`config.mk`:
```
export PLATFORM = sky130hd
export DESIGN_NAME = dmod_divider
export DESIGN_NICKNAME = d
export VERILOG_FILES = /design/src/rtl/dmod_pkg.sv /design/src/rtl/dmod_cfg.sv /design/src/rtl/dmod_prescaler.sv /design/src/rtl/dmod_swallow.sv /design/src/rtl/dmod_divider.sv
export SDC_FILE = /design/constraint.sdc
export NUM_CORES = 1
export LEC_CHECK = 0
export ABC_AREA = 1
export BUFFER_PORTS_ARGS = -buffer_cell sky130_fd_sc_hd__clkbuf_2
export CORE_ASPECT_RATIO = 0.6
export CORE_MARGIN = 4
export CORE_UTILIZATION = 60
export CTS_CLUSTER_SIZE = 8
export DETAILED_ROUTE_END_ITERATION = 16
export HOLD_SLACK_MARGIN = 0.15
export PLACE_DENSITY_LB_ADDON = 0.3
export SYNTH_ARGS = -nofsm -noshare
export SYNTH_HDL_FRONTEND = slang
export SYNTH_SLANG_ARGS = --single-unit
export TNS_END_PERCENT = 100
```
`constraint.sdc`:
```
create_clock -name clk -period 5.4 [get_ports clk]
set_input_delay 0.54 -clock clk [delete_from_list [all_inputs] [get_ports clk]]
set_output_delay 0.54 -clock clk [all_outputs]
set_load 0.05 [all_outputs]
```
`src/rtl/dmod_pkg.sv`:
```
package dmod_pkg;
  // Prescaler ratio selector for the upcoming prescaler cycle.
  typedef enum logic {
    DIV_P  = 1'b0,
    DIV_P1 = 1'b1
  } modsel_e;
endpackage

```
`src/rtl/dmod_cfg.sv`:
```
module dmod_cfg #(
  parameter int P_W   = 6,
  parameter int A_W   = 6,
  parameter int B_W   = 13,
  parameter int DEF_P = 4,
  parameter int DEF_A = 1,
  parameter int DEF_B = 3
) (
  input  logic           clk,
  input  logic           rst,
  input  logic           load_i,
  input  logic [P_W-1:0] p_i,
  input  logic [A_W-1:0] a_i,
  input  logic [B_W-1:0] b_i,
  input  logic           bound_i,
  output logic [P_W-1:0] act_p_o,
  output logic [P_W-1:0] ld_p_o,
  output logic [A_W-1:0] ld_a_o,
  output logic [B_W-1:0] ld_b_o,
  output logic           err_o
);
  localparam int CW0 = (A_W > P_W) ? A_W : P_W;
  localparam int CW  = (B_W > CW0) ? B_W : CW0;

  logic [CW-1:0]  px, ax, bx;
  logic           in_ok;
  logic [P_W-1:0] boot_p, act_p, pend_p;
  logic [A_W-1:0] boot_a, act_a, pend_a;
  logic [B_W-1:0] boot_b, act_b, pend_b;
  logic           pend_vld, err_q;

  assign px    = CW'(p_i);
  assign ax    = CW'(a_i);
  assign bx    = CW'(b_i);
  assign in_ok = (px >= CW'(2)) && (ax < px) && (bx >= ax) && (bx != '0);

  always_comb begin
    if (in_ok) begin
      boot_p = p_i; boot_a = a_i; boot_b = b_i;
    end else begin
      boot_p = P_W'(DEF_P); boot_a = A_W'(DEF_A); boot_b = B_W'(DEF_B);
    end
  end

  always_comb begin
    if (rst) begin
      ld_p_o = boot_p; ld_a_o = boot_a; ld_b_o = boot_b;
    end else if (pend_vld) begin
      ld_p_o = pend_p; ld_a_o = pend_a; ld_b_o = pend_b;
    end else begin
      ld_p_o = act_p;  ld_a_o = act_a;  ld_b_o = act_b;
    end
  end

  always_ff @(posedge clk) begin
    if (rst) begin
      act_p    <= boot_p; act_a  <= boot_a; act_b  <= boot_b;
      pend_p   <= boot_p; pend_a <= boot_a; pend_b <= boot_b;
      pend_vld <= 1'b0;
      err_q    <= !in_ok;
    end else begin
      if (bound_i) begin
        act_p    <= ld_p_o;
        act_a    <= ld_a_o;
        act_b    <= ld_b_o;
        pend_vld <= 1'b0;
      end
      if (load_i) begin
        if (in_ok) begin
          pend_p   <= p_i;
          pend_a   <= a_i;
          pend_b   <= b_i;
          pend_vld <= 1'b1;
          err_q    <= 1'b0;
        end else begin
          err_q <= 1'b1;
        end
      end
    end
  end

  assign act_p_o = act_p;
  assign err_o   = err_q;

  AST_BAD_LOAD_HELD: assert property (@(posedge clk) disable iff (rst)
    (load_i && !in_ok) |=> (err_q && $stable(pend_p) && $stable(pend_a) && $stable(pend_b)));
  AST_GOOD_LOAD_CLEARS: assert property (@(posedge clk) disable iff (rst)
    (load_i && in_ok) |=> (!err_q && pend_vld));
  AST_ACTIVE_LEGAL: assert property (@(posedge clk) disable iff (rst)
    (CW'(act_a) < CW'(act_p)) && (CW'(act_b) >= CW'(act_a)) && (act_b != '0));
endmodule

```
`src/rtl/dmod_prescaler.sv`:
```
module dmod_prescaler
  import dmod_pkg::*;
#(
  parameter int P_W = 6
) (
  input  logic           clk,
  input  logic           rst,
  input  logic [P_W-1:0] p_i,
  input  modsel_e        sel_i,
  output logic           end_o
);
  logic [P_W-1:0] cnt;

  assign end_o = (cnt == '0);

  always_ff @(posedge clk) begin
    if (rst || end_o) begin
      cnt <= (sel_i == DIV_P1) ? p_i : (p_i - P_W'(1));
    end else begin
      cnt <= cnt - P_W'(1);
    end
  end

  AST_PS_WITHIN_RATIO: assert property (@(posedge clk) disable iff (rst)
    cnt <= p_i);
endmodule

```
`src/rtl/dmod_swallow.sv`:
```
module dmod_swallow
  import dmod_pkg::*;
#(
  parameter int A_W = 6,
  parameter int B_W = 13
) (
  input  logic           clk,
  input  logic           rst,
  input  logic           tick_i,
  input  logic [A_W-1:0] ld_a_i,
  input  logic [B_W-1:0] ld_b_i,
  output logic           timeout_o,
  output modsel_e        sel_next_o,
  output logic           mod_o,
  output logic           pulse_o
);
  logic [A_W-1:0] a_rem, a_nxt;
  logic [B_W-1:0] b_rem, b_nxt;
  logic           reload, mod_q, pulse_q;

  assign timeout_o = tick_i && (b_rem == B_W'(1));
  assign reload    = rst || timeout_o;

  always_comb begin
    a_nxt = a_rem;
    b_nxt = b_rem;
    if (reload) begin
      a_nxt = ld_a_i;
      b_nxt = ld_b_i;
    end else if (tick_i) begin
      if (a_rem != '0) a_nxt = a_rem - A_W'(1);
      b_nxt = b_rem - B_W'(1);
    end
  end

  assign sel_next_o = (a_nxt != '0) ? DIV_P1 : DIV_P;

  always_ff @(posedge clk) begin
    a_rem   <= a_nxt;
    b_rem   <= b_nxt;
    mod_q   <= (a_nxt != '0);
    pulse_q <= !rst && timeout_o;
  end

  assign mod_o   = mod_q;
  assign pulse_o = pulse_q;

  AST_SWALLOW_NOT_ABOVE_MAIN: assert property (@(posedge clk) disable iff (rst)
    B_W'(a_rem) <= b_rem);
  AST_MAIN_NEVER_ZERO: assert property (@(posedge clk) disable iff (rst)
    b_rem != '0);
  AST_MOD_RISES_AT_BOUND: assert property (@(posedge clk) disable iff (rst)
    $rose(mod_q) |-> $past(timeout_o));
  AST_PULSE_SINGLE: assert property (@(posedge clk) disable iff (rst)
    pulse_q |=> !pulse_q);
endmodule

```
`src/rtl/dmod_divider.sv`:
```
module dmod_divider
  import dmod_pkg::*;
#(
  parameter int P_W   = 6,
  parameter int A_W   = 6,
  parameter int B_W   = 13,
  parameter int DEF_P = 4,
  parameter int DEF_A = 1,
  parameter int DEF_B = 3
) (
  input  logic           clk,
  input  logic           rst,
  input  logic           load,
  input  logic [P_W-1:0] div_p,
  input  logic [A_W-1:0] div_a,
  input  logic [B_W-1:0] div_b,
  output logic           div_pulse,
  output logic           mod_ctrl,
  output logic           cfg_err
);
  logic [P_W-1:0] act_p, ld_p, ps_p;
  logic [A_W-1:0] ld_a;
  logic [B_W-1:0] ld_b;
  logic           ps_end, timeout;
  modsel_e        sel_next;

  dmod_cfg #(
    .P_W(P_W), .A_W(A_W), .B_W(B_W),
    .DEF_P(DEF_P), .DEF_A(DEF_A), .DEF_B(DEF_B)
  ) u_cfg (
    .clk     (clk),
    .rst     (rst),
    .load_i  (load),
    .p_i     (div_p),
    .a_i     (div_a),
    .b_i     (div_b),
    .bound_i (timeout),
    .act_p_o (act_p),
    .ld_p_o  (ld_p),
    .ld_a_o  (ld_a),
    .ld_b_o  (ld_b),
    .err_o   (cfg_err)
  );

  // A period boundary reloads the prescaler with the new ratio base.
  assign ps_p = (rst || timeout) ? ld_p : act_p;

  dmod_prescaler #(.P_W(P_W)) u_ps (
    .clk   (clk),
    .rst   (rst),
    .p_i   (ps_p),
    .sel_i (sel_next),
    .end_o (ps_end)
  );

  dmod_swallow #(.A_W(A_W), .B_W(B_W)) u_cnt (
    .clk        (clk),
    .rst        (rst),
    .tick_i     (ps_end),
    .ld_a_i     (ld_a),
    .ld_b_i     (ld_b),
    .timeout_o  (timeout),
    .sel_next_o (sel_next),
    .mod_o      (mod_ctrl),
    .pulse_o    (div_pulse)
  );

  AST_PULSE_MEANS_BOUND: assert property (@(posedge clk) disable iff (rst)
    div_pulse |-> $past(timeout));
endmodule

```
==> summary.md <==
| Metric | Value |
|---|---|
| Final nets | 641 |
| Worst Path Required | ~5.6 ns |
| Mapped Avg Cell Area | 8.201 um^2 |
| Cell taking the most area after synthesis | edfxtp_1 |
| DR WL/cell | approximately 17 um |
| Clock power share | about a third |
| Worst-path clk slew | 0.06 ns |
| Worst r2r src | u_ps.cnt[0]$_DFF_P_ |
| First-pass GRT wire length | 18.93 mm |
| HPWL Detailed | between 8 and 9 mm |
| Vias per cell | 5.738 |
| DR iter-0 viols | 573 |
| Die area | 0.009343 mm^2 |
| Relative slew slack | between 20% and 30% |
| Initial antenna violation count | 0 |
| WP buf/inv | 4 |
| Worst path top cell family by delay | simple AND/OR/NAND/NOR gates |
| Combinational share of power | about 23% |
| Post-CTS Repair Setup Buffers | 0 |
| Most used cell, CP | nand2_1 |
| Io pins | 31 |
| CP cell instances | inv_1 -> ha_1 -> inv_2 -> nor2_4 -> nand3_2 -> inv_2 -> nand3_2 -> nand2_2 -> inv_2 -> o21ai_2 -> o21ai_1 -> nor2_1 -> nand3_2 -> nand2_1 -> nand2_1 -> nand2_1 -> nand2_1 |
| Max incr delay on CP | 0.66 ns |
| Post-route minimum period | around 3.4 ns |
| Period utilization | slightly above 60% |
| Gr usage total | 25.98% |
| Pwr Total | between 1.5 and 2 mW |
| Share of cells above drive strength 1 | about 15% |
| Setup tns final | 0 ns |
| Asr flop ratio synth | 0% |
| Final setup fails | 0 |
| DR pass1 iterations | 5 |
| Post-synthesis sequential area ratio | between 40% and 50% |
| Clk root buf | clkbuf_16 |
| Most frequent cell after synthesis | nand2_1 |
| Via count | 4045 |
| Internal power | 1.272 mW |
| Crit Path Max Fanout | 41 |
| Worst skew pair latency | between 0.3 and 0.4 ns |
| Seq pwr share | 44.9% |
| CTS Buf Count | 9 |
| Largest net degree at the start of global routing | 42 |
| Skew final | 0.004877 ns |
| Clock tree sinks | 79 |
| Mapped Cells | 572 |
| Worst Tran Pin Value | 1.097 ns |
| Synth Cell Area | 0.004691 mm^2 |
| Die height | 76.49 um |
| Worst setup path startpoint | u_ps.cnt[0]$_DFF_P_ |
| Synth Flop Type | edfxtp_1 |
| Clock Path Buffers | 2 |
| CP max-delay cell | nand2_2 |
| Post-synth top cells | 134 x nand2_1, 80 x nor2_1, 67 x inv_1 |
| Vias in the first global route | approximately 3.6k |
| P_leak | between 2 and 2.5 nW |
| Core area | about 0.0074 mm^2 |
| Layout area overhead | 10.67% |
| Hold Buf Count CTS | 0 |
| Unrepaired setup endpoints after global routing | no |
| Switching share of total power | 31.68% |
| Antenna Cells | 0 |
| Routed WL | between 10 and 15 mm |
| Gpl congestion | about 0.96 |
| Max IR drop VDD | 0.2232 mV |
| Startpoint Class | register |
| Post-cts sizing count | 0 |
| Fmax | around 300 MHz |
| NetSw | 0.5899 mW |
| DR DRC count | 0 |
| Max-cap violations | 0 |
| Outcome | finished, final reports clean |
| YS warnings | 0 |
| WP data arrival | ~3.6 ns |
| Remaining Overflow, GRT | 0 |
| Routed Antenna Nets | 0 |
| Class of the worst hold path | primary input to register |
| Synth top area share | 40.97% |
| DIE WIDTH | approximately 120 um |
| Worst setup EP type | register |
| CTS tree | built |
| Syn Nets | between 600 and 700 |
| Post-synth EDFFs | 64 |
| IO buf count | 30 |
| Initial core utilization | 63.24% |
| Post-synth cell types | 40 |
| Dominant cells by area after synthesis | edfxtp_1 41%, nand2_1 11%, dfxtp_1 6.4%, nor2_1 6.4%, inv_1 5.4% |
| Tightest hold margin | 0.4783 ns |
| Row Count | 24 |
| Seq cells post-synth | 79 |
| Fin. Hold Viols | 0 |
| Max-slew violation count | 0 |
| Min-delay src | load |
| CTS H-tree lvls | 3 |
| Crit Path Class | register to register |
| PwrDens | 358.7 mW/mm^2 |
==> flip-flops by register name, indices dropped and copies added (netlist names) <==
name            cells
u_cfg.act_b        13
u_cfg.pend_b       13
u_cnt.b_rem        13
u_cfg.act_a         6
u_cfg.act_p_o       6
u_cfg.pend_a        6
u_cfg.pend_p        6
u_cnt.a_rem         6
u_ps.cnt            6
u_cfg.err_o         1
u_cfg.pend_vld      1
u_cnt.mod_o         1
u_cnt.pulse_o       1
==> worst paths after layout <==
| path | endpoint | cells after the start | slack [ns] |
|---|---|---|---|
| min | u_cfg.pend_vld$_SDFF_PP0_ | 3 | 0.48 |
| min reg2reg | u_ps.cnt[0]$_DFF_P_ | 3 | 0.52 |
| max reg2reg | u_ps.cnt[5]$_DFF_P_ | 17 | 2.04 |
| max | u_ps.cnt[5]$_DFF_P_ | 17 | 2.04 |
==> logic make-up (layout without fill, tap and decap cells) <==
group / Yosys count / in the layout / synth area share, %
and+or+nand+nor: 290 / 290 / 27.61
buffers and inverters: 92 / 121 / 7.735
AOI/OAI and AO/OA: 79 / 79 / 9.949
DFF: 79 / 79 / 47.37
adders and majority gates: 17 / 17 / 4.534
xor gates and xnor gates: 15 / 15 / 2.801
==> metrics by stage <==
| step | utilization (%) | cell area [um^2] | setup WS, ns | std cells |
|---|---|---|---|---|
| floorplan | - | 4691 | 2.671 | 572 |
| global placement | 66.08 | 4901 | 2.290 | 689 |
| detailed placement | 66.08 | 4901 | 2.150 | 689 |
| CTS | 69.99 | 5191 | 2.122 | 705 |
| global route | 69.99 | 5191 | 1.824 | 705 |
| finish | 69.99 | 5191 | 2.038 | 705 |
==> cell type report <==
cell class | count | area, um^2
clock buffer | 10 | 229.0
multi-input combinational | 401 | 2106
sequential | 79 | 2222
tap | 104 | 130.1
timing repair buffer | 33 | 172.7
fill | 587 | 2226
inverter | 72 | 270.3
clock inverter | 6 | 61.31
==> cell usage in the layout, fill, tap and decap left out, drive strengths merged <==
master	instances
a21boi	1
a21oi	10
a31oi	3
and2	1
buf	3
bufinv	1
clkbuf	40
clkinv	4
clkinvlp	1
dfxtp	15
edfxtp	64
ha	17
inv	72
nand2	141
nand3	41
nand4	5
nor2	88
nor3	5
nor4	3
o211ai	5
o21ai	54
o221ai	2
o22ai	2
o31ai	2
or2	5
or4	1
xnor2	7
xor2	8
==> per-layer routing <==
layer	vias to the layer above	GRT usage [%]	part of all wire (%)
li1	1932	-	-
met1	1846	41.19	46
met2	256	35.24	41
met3	11	6.454	11
met4	0	5.922	0.94
met5	-	0	0
==> worst reg2reg max path: cells and delay by family, from the launching register on <==
family,cells,cell delay (ns)
buf+inv,4,0.63
flops,1,0.29
compound gates,2,0.41
fa+ha+maj,1,0.22
simple gates,10,1.70
==> power by group through the flow <==
| stage | Clock [mW] | Sequential (mW) | Combinational, mW |
|---|---|---|---|
| 6_report | 0.598 | 0.836 | 0.427 |
| 3_3_place_gp | 0 | 0.840 | 0.393 |
| 5_1_grt | 0.627 | 0.844 | 0.479 |
| 2_1_floorplan | 0 | 0.832 | 0.309 |
| 4_1_cts | 0.598 | 0.834 | 0.419 |
| 3_5_place_dp | 0 | 0.845 | 0.414 |
Power figures use the tool's default switching activity.
